$ cat src/rtl/dpd_pkg.sv
package dpd_pkg;

  typedef enum logic {
    ST_RUN   = 1'b0,
    ST_ARMED = 1'b1
  } dpd_state_t;

  // Period length in clocks for a rate code: base times a power of ten.
  function automatic int unsigned period_of(input logic [1:0] code,
                                            input int unsigned base);
    case (code)
      2'd0:    period_of = base;
      2'd1:    period_of = base * 10;
      2'd2:    period_of = base * 100;
      default: period_of = base * 1000;
    endcase
  endfunction

endpackage

$ cat src/rtl/dpd_rst_sync.sv
module dpd_rst_sync (
  input  logic clk,
  input  logic rst_n,
  output logic rst_no
);
  logic stage_q;

  always_ff @(posedge clk or negedge rst_n) begin
    if (!rst_n) begin
      stage_q <= 1'b0;
      rst_no  <= 1'b0;
    end else begin
      stage_q <= 1'b1;
      rst_no  <= stage_q;
    end
  end
endmodule

$ cat src/rtl/dpd_sync2.sv
module dpd_sync2 #(
  parameter int          W       = 1,
  parameter logic [W-1:0] RST_VAL = '0
) (
  input  logic         clk,
  input  logic         rst_n,
  input  logic [W-1:0] d,
  output logic [W-1:0] q
);
  logic [W-1:0] meta_q;

  always_ff @(posedge clk or negedge rst_n) begin
    if (!rst_n) begin
      meta_q <= RST_VAL;
      q      <= RST_VAL;
    end else begin
      meta_q <= d;
      q      <= meta_q;
    end
  end
endmodule

$ cat src/rtl/dpd_core.sv
module dpd_core
  import dpd_pkg::*;
#(
  parameter int unsigned PULSE_CLKS = 1000,
  parameter int unsigned BASE_CLKS  = 10000,
  parameter int          CW         = 24
) (
  input  logic          clk,
  input  logic          rst_n,
  input  logic [1:0]    rate_i,
  input  logic          arm_n_i,
  input  logic          sync_rise_i,
  output logic          pulse_o,
  output logic [CW-1:0] count_o,
  output logic          armed_o,
  output logic [1:0]    code_o
);
  localparam logic [CW-1:0] PULSE_W = CW'(PULSE_CLKS);

  dpd_state_t    state_q, state_d;
  logic [CW-1:0] count_q, count_d;
  logic [1:0]    code_q;
  logic [CW-1:0] last_cnt;
  logic          in_pulse;
  logic          code_en;

  assign last_cnt = CW'(period_of(code_q, BASE_CLKS) - 1);
  assign in_pulse = (count_q < PULSE_W);
  assign code_en  = (state_q == ST_RUN) && (count_q == PULSE_W);

  // next-state logic
  always_comb begin
    state_d = state_q;
    count_d = count_q;
    case (state_q)
      ST_RUN: begin
        if (in_pulse && !arm_n_i) begin
          state_d = ST_ARMED;
          count_d = '0;
        end else if (count_q == last_cnt) begin
          count_d = '0;
        end else begin
          count_d = count_q + 1'b1;
        end
      end
      default: begin
        count_d = '0;
        if (sync_rise_i) state_d = ST_RUN;
      end
    endcase
  end

  // registers
  always_ff @(posedge clk or negedge rst_n) begin
    if (!rst_n) begin
      state_q <= ST_RUN;
      count_q <= '0;
    end else begin
      state_q <= state_d;
      count_q <= count_d;
    end
  end

  always_ff @(posedge clk or negedge rst_n) begin
    if (!rst_n) begin
      code_q <= 2'd0;
    end else if (code_en) begin
      code_q <= rate_i;
    end
  end

  assign pulse_o = (state_q == ST_RUN) && in_pulse;
  assign count_o = count_q;
  assign armed_o = (state_q == ST_ARMED);
  assign code_o  = code_q;
endmodule

$ cat src/rtl/decade_pulse_divider.sv
module decade_pulse_divider #(
  parameter int unsigned PULSE_CLKS = 1000,
  parameter int unsigned BASE_CLKS  = 10000
) (
  input  logic       clk,
  input  logic       rst_n,
  input  logic [1:0] rate_sel,
  input  logic       arm_n,
  input  logic       sync_in,
  output logic       pulse_out
);
  localparam int CW = $clog2(BASE_CLKS * 1000);

  logic          rst_ni;
  logic [3:0]    ctl_s;
  logic          sync_prev_q;
  logic          sync_rise;
  logic [CW-1:0] cnt;
  logic          armed;
  logic [1:0]    code;

  dpd_rst_sync u_rst (
    .clk    (clk),
    .rst_n  (rst_n),
    .rst_no (rst_ni)
  );

  // {rate[1:0], arm_n, sync}
  dpd_sync2 #(.W(4), .RST_VAL(4'b0010)) u_sync (
    .clk   (clk),
    .rst_n (rst_ni),
    .d     ({rate_sel, arm_n, sync_in}),
    .q     (ctl_s)
  );

  always_ff @(posedge clk or negedge rst_ni) begin
    if (!rst_ni) sync_prev_q <= 1'b0;
    else         sync_prev_q <= ctl_s[0];
  end

  assign sync_rise = ctl_s[0] & ~sync_prev_q;

  dpd_core #(
    .PULSE_CLKS (PULSE_CLKS),
    .BASE_CLKS  (BASE_CLKS),
    .CW         (CW)
  ) u_core (
    .clk         (clk),
    .rst_n       (rst_ni),
    .rate_i      (ctl_s[3:2]),
    .arm_n_i     (ctl_s[1]),
    .sync_rise_i (sync_rise),
    .pulse_o     (pulse_out),
    .count_o     (cnt),
    .armed_o     (armed),
    .code_o      (code)
  );
endmodule

$ cat config.mk
export PLATFORM = sky130hd
export DESIGN_NAME = decade_pulse_divider
export DESIGN_NICKNAME = d
export VERILOG_FILES = /design/src/rtl/dpd_pkg.sv /design/src/rtl/dpd_rst_sync.sv /design/src/rtl/dpd_sync2.sv /design/src/rtl/dpd_core.sv /design/src/rtl/decade_pulse_divider.sv
export SDC_FILE = /design/constraint.sdc
export NUM_CORES = 1
export LEC_CHECK = 0
export ABC_AREA = 1
export CORE_MARGIN = 4
export CORE_UTILIZATION = 35
export CTS_BUF_LIST = sky130_fd_sc_hd__clkbuf_8
export DETAILED_ROUTE_END_ITERATION = 10
export PLACE_DENSITY = 0.5
export SLEW_MARGIN = 20
export SYNTH_ARGS = -nofsm -noshare
export SYNTH_HDL_FRONTEND = slang
export SYNTH_HIERARCHICAL = 1
export SYNTH_SLANG_ARGS = --single-unit
$ cat constraint.sdc
create_clock -name clk -period 1.2 [get_ports clk]
set_input_delay 0.24 -clock clk [delete_from_list [all_inputs] [get_ports clk]]
set_output_delay 0.24 -clock clk [all_outputs]
set_load 0.05 [all_outputs]
**Word level (Yosys, flattened, before mapping)**

Index checks and enable logic that the tools add are counted.

- Register bits after elaboration: 38
- Input port bits: 6
- Output and inout port bits: 1
- Word-level logic and storage cells: 30

- Add/subtract/negate cells: 2
- Magnitude comparators: 1
- Equality and inequality tests: 4
- Multiplexer cells: 7
- Bitwise gates (word level): 3
- Reduce and logical (&&, ||, !) cells: 5

Operators with widths:

| cell | count |
|---|---|
| 24-bit 2-to-1 mux | 3 |
| 24-bit one-hot mux with 3 select lines | 1 |
| 24-bit by 1-bit adder with 24-bit output, second input constant | 1 |
| 24-bit by 10-bit equality test with 1-bit output, second input constant | 1 |
| 24-bit equality test | 1 |
| 24-bit by 10-bit less-than comparator with 1-bit output, second input constant | 1 |
| 24-bit by 1-bit subtractor with 24-bit output, second input constant | 1 |
| 1-bit logical AND | 3 |
| 1-bit 2-to-1 mux | 3 |
| 2-bit by 1-bit equality test with 1-bit output, second input constant | 1 |
| 2-bit equality test, second input constant | 1 |
| 2-bit zero test | 1 |
| 1-bit NOT | 2 |
| 1-bit AND | 1 |
| 1-bit zero test | 1 |

**Depth between registers and ports, before layout**

Gate-level depths: netlist of the first run.

- Depth after elaboration: 7
- Gate-level depth with buffers: 12
- Gate-level depth less buffers: 11

**Modules after synthesis**

Netlist of the first run, hierarchy kept.

By module, submodules not included:

| module | times used | cells an instance | area each (µm²) |
|---|---|---|---|
| dpd_core | 1 | 280 | 1895.6 |
| dpd_sync2 | 1 | 8 | 202.7 |
| dpd_rst_sync | 1 | 3 | 53.8 |
| decade_pulse_divider | 1 | 3 | 35.0 |

**Worst setup path after synthesis of the first run**

No wires, ideal clock.

- Kind: register -> output
- From: reg u_core.count_q[10], in the netlist u_core/count_o[10]
- To: out pulse_out
- Arrival: 1593 ps
- Setup slack: -633 ps
- Cell stages (with the launch flop): 7
- Path buffers: 1
- Path through: dfrtp_1 buf_2 nor2_1 nand4_1 nor2_2 nand2_1 nor2_1

- Cells in the longest elaborated chain, start to end: 2

Ends and longest elaborated chain:

| item | line | source |
|---|---|---|
| from (decl) | dpd_core.sv:21 | `logic [CW-1:0] count_q, count_d;` |
| from (signal assigned) | dpd_core.sv:60 | `count_q <= count_d;` |
| 24-bit by 10-bit less-than comparator with 1-bit output | dpd_core.sv:28 | `assign in_pulse = (count_q < PULSE_W);` |
| 1-bit logical AND | dpd_core.sv:72 | `assign pulse_o = (state_q == ST_RUN) && in_pulse;` |
| to (decl) | decade_pulse_divider.sv:10 | `output logic pulse_out` |

No other way between the ends.

**Worst setup path after layout of the first run**

Same ends and word-level chain as after synthesis.

==> run summary, run 1 <==
The clock passes through at most 2 buffers. The share of the clock period used by the worst path after layout works out to 143%. The run gives 2148 as the total via count after detailed routing. The final wirelength is 6120 um, and the worst hold slack after final layout is 0.105 ns. After synthesis, the share of cell area in mux cells is 0.458%.

The kind of start point of the critical path is a flip-flop. Once the floorplan was initialized, standard cells occupied 36.5% of the core. Cells with a size suffix above 1 make up 38.0% of the layout. The total of hold buffers inserted after clock tree synthesis was 0.

Setup violations remaining at the end of the flow were counted as 28. The sort of element at the end of the critical path was an output pin. The tools report the launch point of the worst reg-to-reg path as u_core/code_o[0]$_DFFE_PN0P_. Data arrives at the worst endpoint at 1.48 ns.

Detailed placement ended at an HPWL of 4360 um. Buffers inserted during clock tree synthesis total 5. After detailed routing, the average wire length per cell comes to 13.2 um. The number of nets in the synthesized netlist is 308. Entering global routing, the biggest net connects 37 pins. The horizontal extent of the die was 87.1 um.

The post-layout worst setup margin was -0.520 ns; the post-synthesis average cell area was 7.44 um^2. After the first detailed-routing iteration, the DRC count stood at 142. Class of the worst hold path: input pin to asynchronous set/reset pin.

The count of nets left with antenna violations once routing finished came out at 0. Power spread over the standard cell area amounts to 713 mW/mm^2. Global routing consumed, over all layers together, 17.8% of the routing resources. For the clock sink count, the log shows 38. For the count of max-cap constraint violations, the log shows 0.

After layout, the design draws a total of 2350 uW. The clock-pin slew of the registers on the worst-case setup and hold paths is 0.08 ns, and the via count of the first global-routing pass is 2116. The number of placed instances, taps included, is 434. Depth of the worst register-to-register path: 11. For this run, the detailed router's first-pass iteration total came to 4. The worst path in the final design needs a cycle of 1.72 ns, including I/O delays and setup.

The total overflow left after global routing is 0. The tools report the number of instances in the synthesized netlist as 294. At the end of routability-driven placement, the weighted congestion stood at 0.864.

The I/O pin total came out at 7. The run gives -12.24 ns as the final sum of negative setup slack. By area, the combinational part of the netlist is dominated by simple AND/OR/NAND/NOR gates. At the end of the flow, the number of nets in the layout was 402. The final reports fail on negative setup slack. The area growth from synthesis to layout is 50.6%. The core region is 0.00599 mm^2. The critical path in this run is classified as flip-flop to output pin. Timing would allow up to 582 MHz.

The end-of-flow core utilization is 55.0%. Counting distinct cell types in the post-synthesis netlist gives 24. The tools report the global-route wire length before repair as 10200 um. 0 antenna diodes ended up in the layout.

The run gives 6 as the warning count from the yosys run. The number of antenna violations at the first check in global routing came out at 0. The critical path ends at pulse_out. The die covers 0.00758 mm^2. The maximum clock skew at final layout was 0.00583 ns; the total number of H-tree levels was 2.

The worst register-to-register path ends at u_core/count_o[8]$_DFF_PN0_. Of all nets on the critical path, the largest fanout is 3. The number of endpoints with negative hold slack in the final report was 0. The sequential-to-total area share from yosys stat was 43.6%. Summing the areas of all fa, ha and maj instances in the mapped netlist gives 4.58% of the synthesized area. The count of state elements after synthesis works out to 38. Of the total synthesized cell area, the portion taken by AND, OR, NAND and NOR gates is 34.4%.

The tree is rooted in a sky130_fd_sc_hd__clkbuf_8. The cell area after synthesis is 0.00219 mm^2, and the area share of xor/xnor cells in the synthesized design is 6.81%. The floorplan row count is 28, and the required arrival time at the worst endpoint is 0.96 ns.

During placement, the flow inserted port buffers numbering 6. The post-synthesis compound-gate area fraction came out at 2.17%. The flow ran to the end, but the final reports show violations. Setup slack on the worst reg-to-reg path comes out at -0.49 ns. The tools report the number of pins exceeding their max-slew limit in the final report as 0.

The logs give 0.00155 uW for the reported leakage power and 0.29 ns for the clock network latency to the later pin of the worst-skew pair. Tracing the worst setup path back leads to its startpoint at u_core/count_o[10]$_DFF_PN0_. The residual DRC count was 0. Setup repair after global routing could not meet its margin everywhere. Measured along the y axis, the die boundary spans 87.1 um. Using the TritonRoute via totals, the vias-per-cell ratio works out to 4.63.

VDD sags by at most 0.453 mV. TritonCTS built the clock tree. The finished layout holds 464 standard cells, fillers aside.
[per-stage QoR]
step	setup slack [ns]	area, um^2
floorplan	-0.305	2260
global placement	-0.535	2890
detailed placement	-0.560	2890
CTS	-0.548	3150
global route	-0.625	3290
finish	-0.520	3290
[repair_timing]
item	CTS	global route
pin swaps	10	6
buffers inserted	16	4
endpoints found under the setup margin	28	28
cloned	0	2
gates resized for setup	21	26
[how the worst min path moves through the flow]
stage	slack (ns)	cells after the start	to	from
floorplan	-0.06	0	u_rst/rst_no$_DFF_PN0_	rst_n
finish	0.10	1	u_rst/stage_q$_DFF_PN0_	rst_n
global route	0.09	1	u_rst/stage_q$_DFF_PN0_	rst_n
CTS	0.10	1	u_rst/stage_q$_DFF_PN0_	rst_n
detailed placement	0.24	1	u_core/count_o[20]$_DFF_PN0_	u_rst/rst_no$_DFF_PN0_
global placement	0.24	1	u_core/count_o[20]$_DFF_PN0_	u_rst/rst_no$_DFF_PN0_
[layout by cell type, fill, tap and decap left out]
cell type	n
sky130_fd_sc_hd__buf_4	72
sky130_fd_sc_hd__nand2_1	67
sky130_fd_sc_hd__nor2_1	51
sky130_fd_sc_hd__inv_1	33
sky130_fd_sc_hd__dfrtp_1	28
sky130_fd_sc_hd__xor2_1	14
sky130_fd_sc_hd__nor2_2	13
sky130_fd_sc_hd__nand2_2	13
sky130_fd_sc_hd__nand3_1	13
sky130_fd_sc_hd__buf_6	10
sky130_fd_sc_hd__nand4_1	8
sky130_fd_sc_hd__dfrtp_2	8
sky130_fd_sc_hd__clkbuf_8	5
sky130_fd_sc_hd__clkdlybuf4s50_1	5
sky130_fd_sc_hd__o21ai_0	5
sky130_fd_sc_hd__inv_2	4
sky130_fd_sc_hd__nor2_4	4
sky130_fd_sc_hd__nor3_1	4
sky130_fd_sc_hd__ha_4	4
sky130_fd_sc_hd__ha_1	4
sky130_fd_sc_hd__buf_12	3
sky130_fd_sc_hd__inv_4	3
sky130_fd_sc_hd__xnor2_1	3
sky130_fd_sc_hd__nor3_2	2
sky130_fd_sc_hd__nand3_2	2
sky130_fd_sc_hd__a21oi_1	2
sky130_fd_sc_hd__nand3_4	2
sky130_fd_sc_hd__o22ai_1	2
sky130_fd_sc_hd__dfstp_2	2
sky130_fd_sc_hd__clkbuf_16	1
sky130_fd_sc_hd__mux2i_1	1
sky130_fd_sc_hd__conb_1	1
[worst max-delay path: stages (launching register included)]
cell and delay (ns):
sky130_fd_sc_hd__dfrtp_1 0.40, sky130_fd_sc_hd__nor2_1 0.12, sky130_fd_sc_hd__nand4_1 0.15, sky130_fd_sc_hd__nor2_4 0.16, sky130_fd_sc_hd__nand2_1 0.10, sky130_fd_sc_hd__nor2_4 0.11, sky130_fd_sc_hd__buf_12 0.14
[synth_stat cells, drive strengths merged]
master | n | area, um^2
nand3 | 17 | 95.1
dfstp | 2 | 52.6
nand2 | 80 | 305
xnor2 | 3 | 26.3
ha | 8 | 100
o21ai | 5 | 25.0
clkbuf | 1 | 3.75
xor2 | 14 | 123
mux2i | 1 | 10.0
nand4 | 8 | 50.1
dfrtp | 36 | 901
o22ai | 2 | 12.5
inv | 37 | 139
nor3 | 6 | 30.0
a21oi | 2 | 10.0
buf | 3 | 27.5
nor2 | 68 | 273
conb | 1 | 3.75
[area by class of cell]
class | instances | area (um^2)
Fill cell | 568 | 2700
Multi-Input combinational cell | 215 | 1220
Sequential cell | 38 | 963
Timing Repair Buffer | 91 | 788
Inverter | 37 | 146
Tap cell | 75 | 93.8
Clock buffer | 5 | 68.8
Clock inverter | 3 | 11.3
[state kept, by name (all words and copies together) (netlist names)]
| signal | cells |
|---|---|
| u_sync/q | 4 |
| u_sync/meta_q | 4 |
| u_rst/rst_no | 1 |
| u_core/armed_o | 1 |
| u_core/count_o | 24 |
| u_rst/stage_q | 1 |
| sync_prev_q | 1 |
| u_core/code_o | 2 |
[routing by layer]
metal	up-vias	wire [um]	GRT usage, %
met2	34	2920	27.0
met1	1016	2910	25.4
met4	0	70	5.95
met5	-	0	0
li1	1092	-	-
met3	6	221	3.12
[cells by family after synthesis]
kind of cell	after synthesis
AND/OR/NAND/NOR	179
buffers and inverters	41
flip-flops	38
XOR/XNOR	17
AO/OA/AOI/OAI	9
adder cells (fa/ha/maj)	8
other	1
multiplexers	1
[report_power, final]
| part | leakage [uW] | internal [uW] | switching (uW) | total, uW |
|---|---|---|---|---|
| logic | 0.00102 | 92.8 | 106 | 199 |
| registers | 0.000486 | 1310 | 10.4 | 1320 |
| clock network | 0.0000519 | 388 | 443 | 830 |
Power figures use the tool's default switching activity.
==> run 2, diff against run 1 <==
Settings changed: CORE_ASPECT_RATIO set to 0.5.
==> run 2 against run 1 <==
Compared with the run above: the flow still finishes with violations (negative setup slack); setup slack worse by 0.076 ns; maximum frequency down 4.2%; total power up 4.4%.
==> run summary, run 2 (synthesis gave the netlist of run 1 again) <==
The run finished, with violations left. In the layout the commonest cells are sky130_fd_sc_hd__buf_4, sky130_fd_sc_hd__nand2_1, sky130_fd_sc_hd__nor2_1. The number of fillers in the final layout is 593 (+4.4%). The end-of-flow core utilization was 54.2% (-0.82 points). Most frequent standard cell in the layout excluding fill and tap cells: sky130_fd_sc_hd__buf_4. The I/O pin total was 7 (unchanged); the required arrival time at the worst endpoint was 0.96 ns (about the same).

For the total of hold buffers inserted after clock tree synthesis, the log shows 0 (unchanged). Cell area after placement: 0.00292 mm^2 (+1.1%). Total number of H-tree levels: 2 (unchanged). The number of antenna violations at the first check in global routing came out at 0 (unchanged). The sort of element at the end of the critical path is an output pin. The worst-case clock buffer depth is 2 (unchanged), and the reported leakage power is 0.00155 uW (-0.57%). The horizontal extent of the die is 120 um (+38%). The clock root buffer was sky130_fd_sc_hd__clkbuf_8. Count of max-cap constraint violations: 0 (unchanged). The maximum fanout along the worst path was 2 (-1).

The critical path in this run is classified as flip-flop to output pin. The run gives 0.565 mV (+25%) as the maximum vdd drop. The largest net degree at the start of global routing was 37 (unchanged); the arrival time at the worst endpoint was 1.56 ns (+0.08 ns). The final reports fail on negative setup slack. Setup repair after global routing could not meet its margin everywhere.

The HPWL reported at the end of detailed placement is 4450 um (+2.0%), and the share of the clock period used by the worst path after layout is 150% (+6.3 points). The kind of start point of the critical path is a flip-flop. The slowest stage cell on the critical path is sky130_fd_sc_hd__dfrtp_1. Average wire per standard cell: 13.0 um (-1.5%). The area of the core region was 0.00606 mm^2 (+1.1%).

The logs give 36.1% (-0.39 points) for the starting utilization of the core area and 0.891 (+3.2%) for the placer's final routability congestion estimate. The run gives 2063 (-2.5%) as the via count of the first global-routing pass. For the first-pass detailed-route iteration total, the log shows 4 (unchanged). The critical path goes through nor2_2, nand4_1, nor2_4, nand2_2, nor2_4, buf_12.

The port buffer count works out to 6 (unchanged). The tools report the maximum clock skew at final layout as 0.00652 ns (+0.000688 ns). The clock-pin slew of the registers on the worst-case setup and hold paths is 0.08 ns (about the same). The final wirelength was 6120 um (about the same); the area growth from synthesis to layout was 49.9%. For the detailed router's first-iteration violation count, the log shows 92 (-35%). The number of pins exceeding their max-slew limit in the final report was 0 (unchanged); the die height was 63.9 um (-27%). The final critical-path required period came out at 1.80 ns (+0.0755 ns). The clock sink count is 38 (unchanged), and the clock network latency to the later pin of the worst-skew pair is 0.30 ns (about the same). The tools report the residual DRC count as 0 (unchanged). The post-layout worst setup margin is -0.595 ns (-0.0755 ns), and the share of final-layout standard cells stronger than drive strength 1 is 38.1% (+0.074 points).

The final sum of negative setup slack was -12.91 ns (-0.674 ns). The post-layout net count was 396 (-1.5%); the number of flip-flops under the largest register name was 24 (unchanged). The run gives 0.00328 mm^2 (-0.42%) as the final design area excluding fillers. The overall overflow remaining after global route was 0 (unchanged); the final-report setup violation count was 28 (unchanged).

The timing-limited maximum frequency was 557 MHz (-4.2%). The global-route wire length before repair was 10200 um (-0.55%); the number of endpoints with negative hold slack in the final report was 0 (unchanged). Detailed-route vias per instance: 4.56 (-1.6%). The delay contributed by the slowest stage of the critical path came out at 0.40 ns (about the same). The tools report the antenna violation net count after detailed routing as 0 (unchanged). The logs give 0.00765 mm^2 (+1.0%) for the die footprint and 16.9% (-0.90 points) for the overall global routing resource usage. The run gives -0.547 ns (+0.0137 ns) as the worst slack at placement. The class of the worst hold path is input pin to asynchronous set/reset pin. The tools report the floorplan row count as 20 (-29%). The run gives 471 (+1.5%) as the non-filler instance count after layout.

Count of antenna diodes in the layout: 0 (unchanged). Total power per unit cell area: 748 mW/mm^2 (+4.9%). TritonCTS built the clock tree. The total via count after detailed routing is 2146 (-0.093%). The number of buffers created by CTS is 5 (unchanged), and the number of cells in the design after placement is 449 (+3.5%). The critical path's most frequent cell is sky130_fd_sc_hd__nor2_4.
[run 2: layout make-up]
class	count	area [um^2]	area share [%]
multi-input cells	215	1240	37.9
inverters	37	146	4.46
flip-flops and latches	38	960	29.3
well taps	88	110	3.36
clock buffers	6	82.6	2.52
clock inverters	2	8.76	0.267
repair buffers	85	728	22.2
[run 2: stage by stage]
step / power (uW) / hold slack, ns
after floorplan: 1430 / -0.0556
after CTS: 2460 / 0.0879
after detailed placement: 1510 / 0.242
final: 2450 / 0.0977
after global routing: 2570 / 0.0860
after global placement: 1510 / 0.238
[run 2: report_power, final]
| group | leakage (uW) | switching (uW) | internal (uW) | total [uW] |
|---|---|---|---|---|
| Combinational | 0.00100 | 110 | 93.2 | 204 |
| Sequential | 0.000491 | 10.6 | 1310 | 1320 |
| Clock | 0.0000524 | 475 | 456 | 930 |
| Total | 0.00155 | 596 | 1860 | 2450 |
[run 2: metal layers]
layer | global-route usage [%] | vias up | share of wire, %
li1 | - | 1080 | -
met4 | 3.99 | 0 | 1.0
met5 | 0 | - | 0
met2 | 25.4 | 46 | 43
met3 | 3.27 | 8 | 7.8
met1 | 24.9 | 1012 | 48
[run 2: critical path: cells and delay by family (launching register included)]
kind                   cells  cell delay (ns)
buffers and inverters      1             0.14
flip-flops                 1             0.40
AND/OR/NAND/NOR            5             0.71
[run 2: repair_timing]
item / CTS / global route
setup endpoints to repair: 28 / 28
resized for setup: 21 / 28
cloned: 0 / 2
setup buffers: 10 / 2
pin swaps: 15 / 8
[run 2: path summary, 6_finish.rpt]
path	from	end	slack [ns]	depth (start not counted)
worst max register to register	u_core/code_o[1]$_DFFE_PN0P_	u_core/count_o[2]$_DFF_PN0_	-0.54	12
worst max-delay path	u_core/count_o[23]$_DFF_PN0_	pulse_out	-0.60	6
worst min-delay path	rst_n	u_rst/stage_q$_DFF_PN0_	0.1	1
worst min register to register	u_rst/rst_no$_DFF_PN0_	sync_prev_q$_DFF_PN0_	0.23	1
min in group clk	arm_n	u_sync/meta_q[1]$_DFF_PN1_	0.35	1
max in group asynchronous	u_rst/rst_no$_DFF_PN0_	u_sync/q[1]$_DFF_PN1_	0.71	1
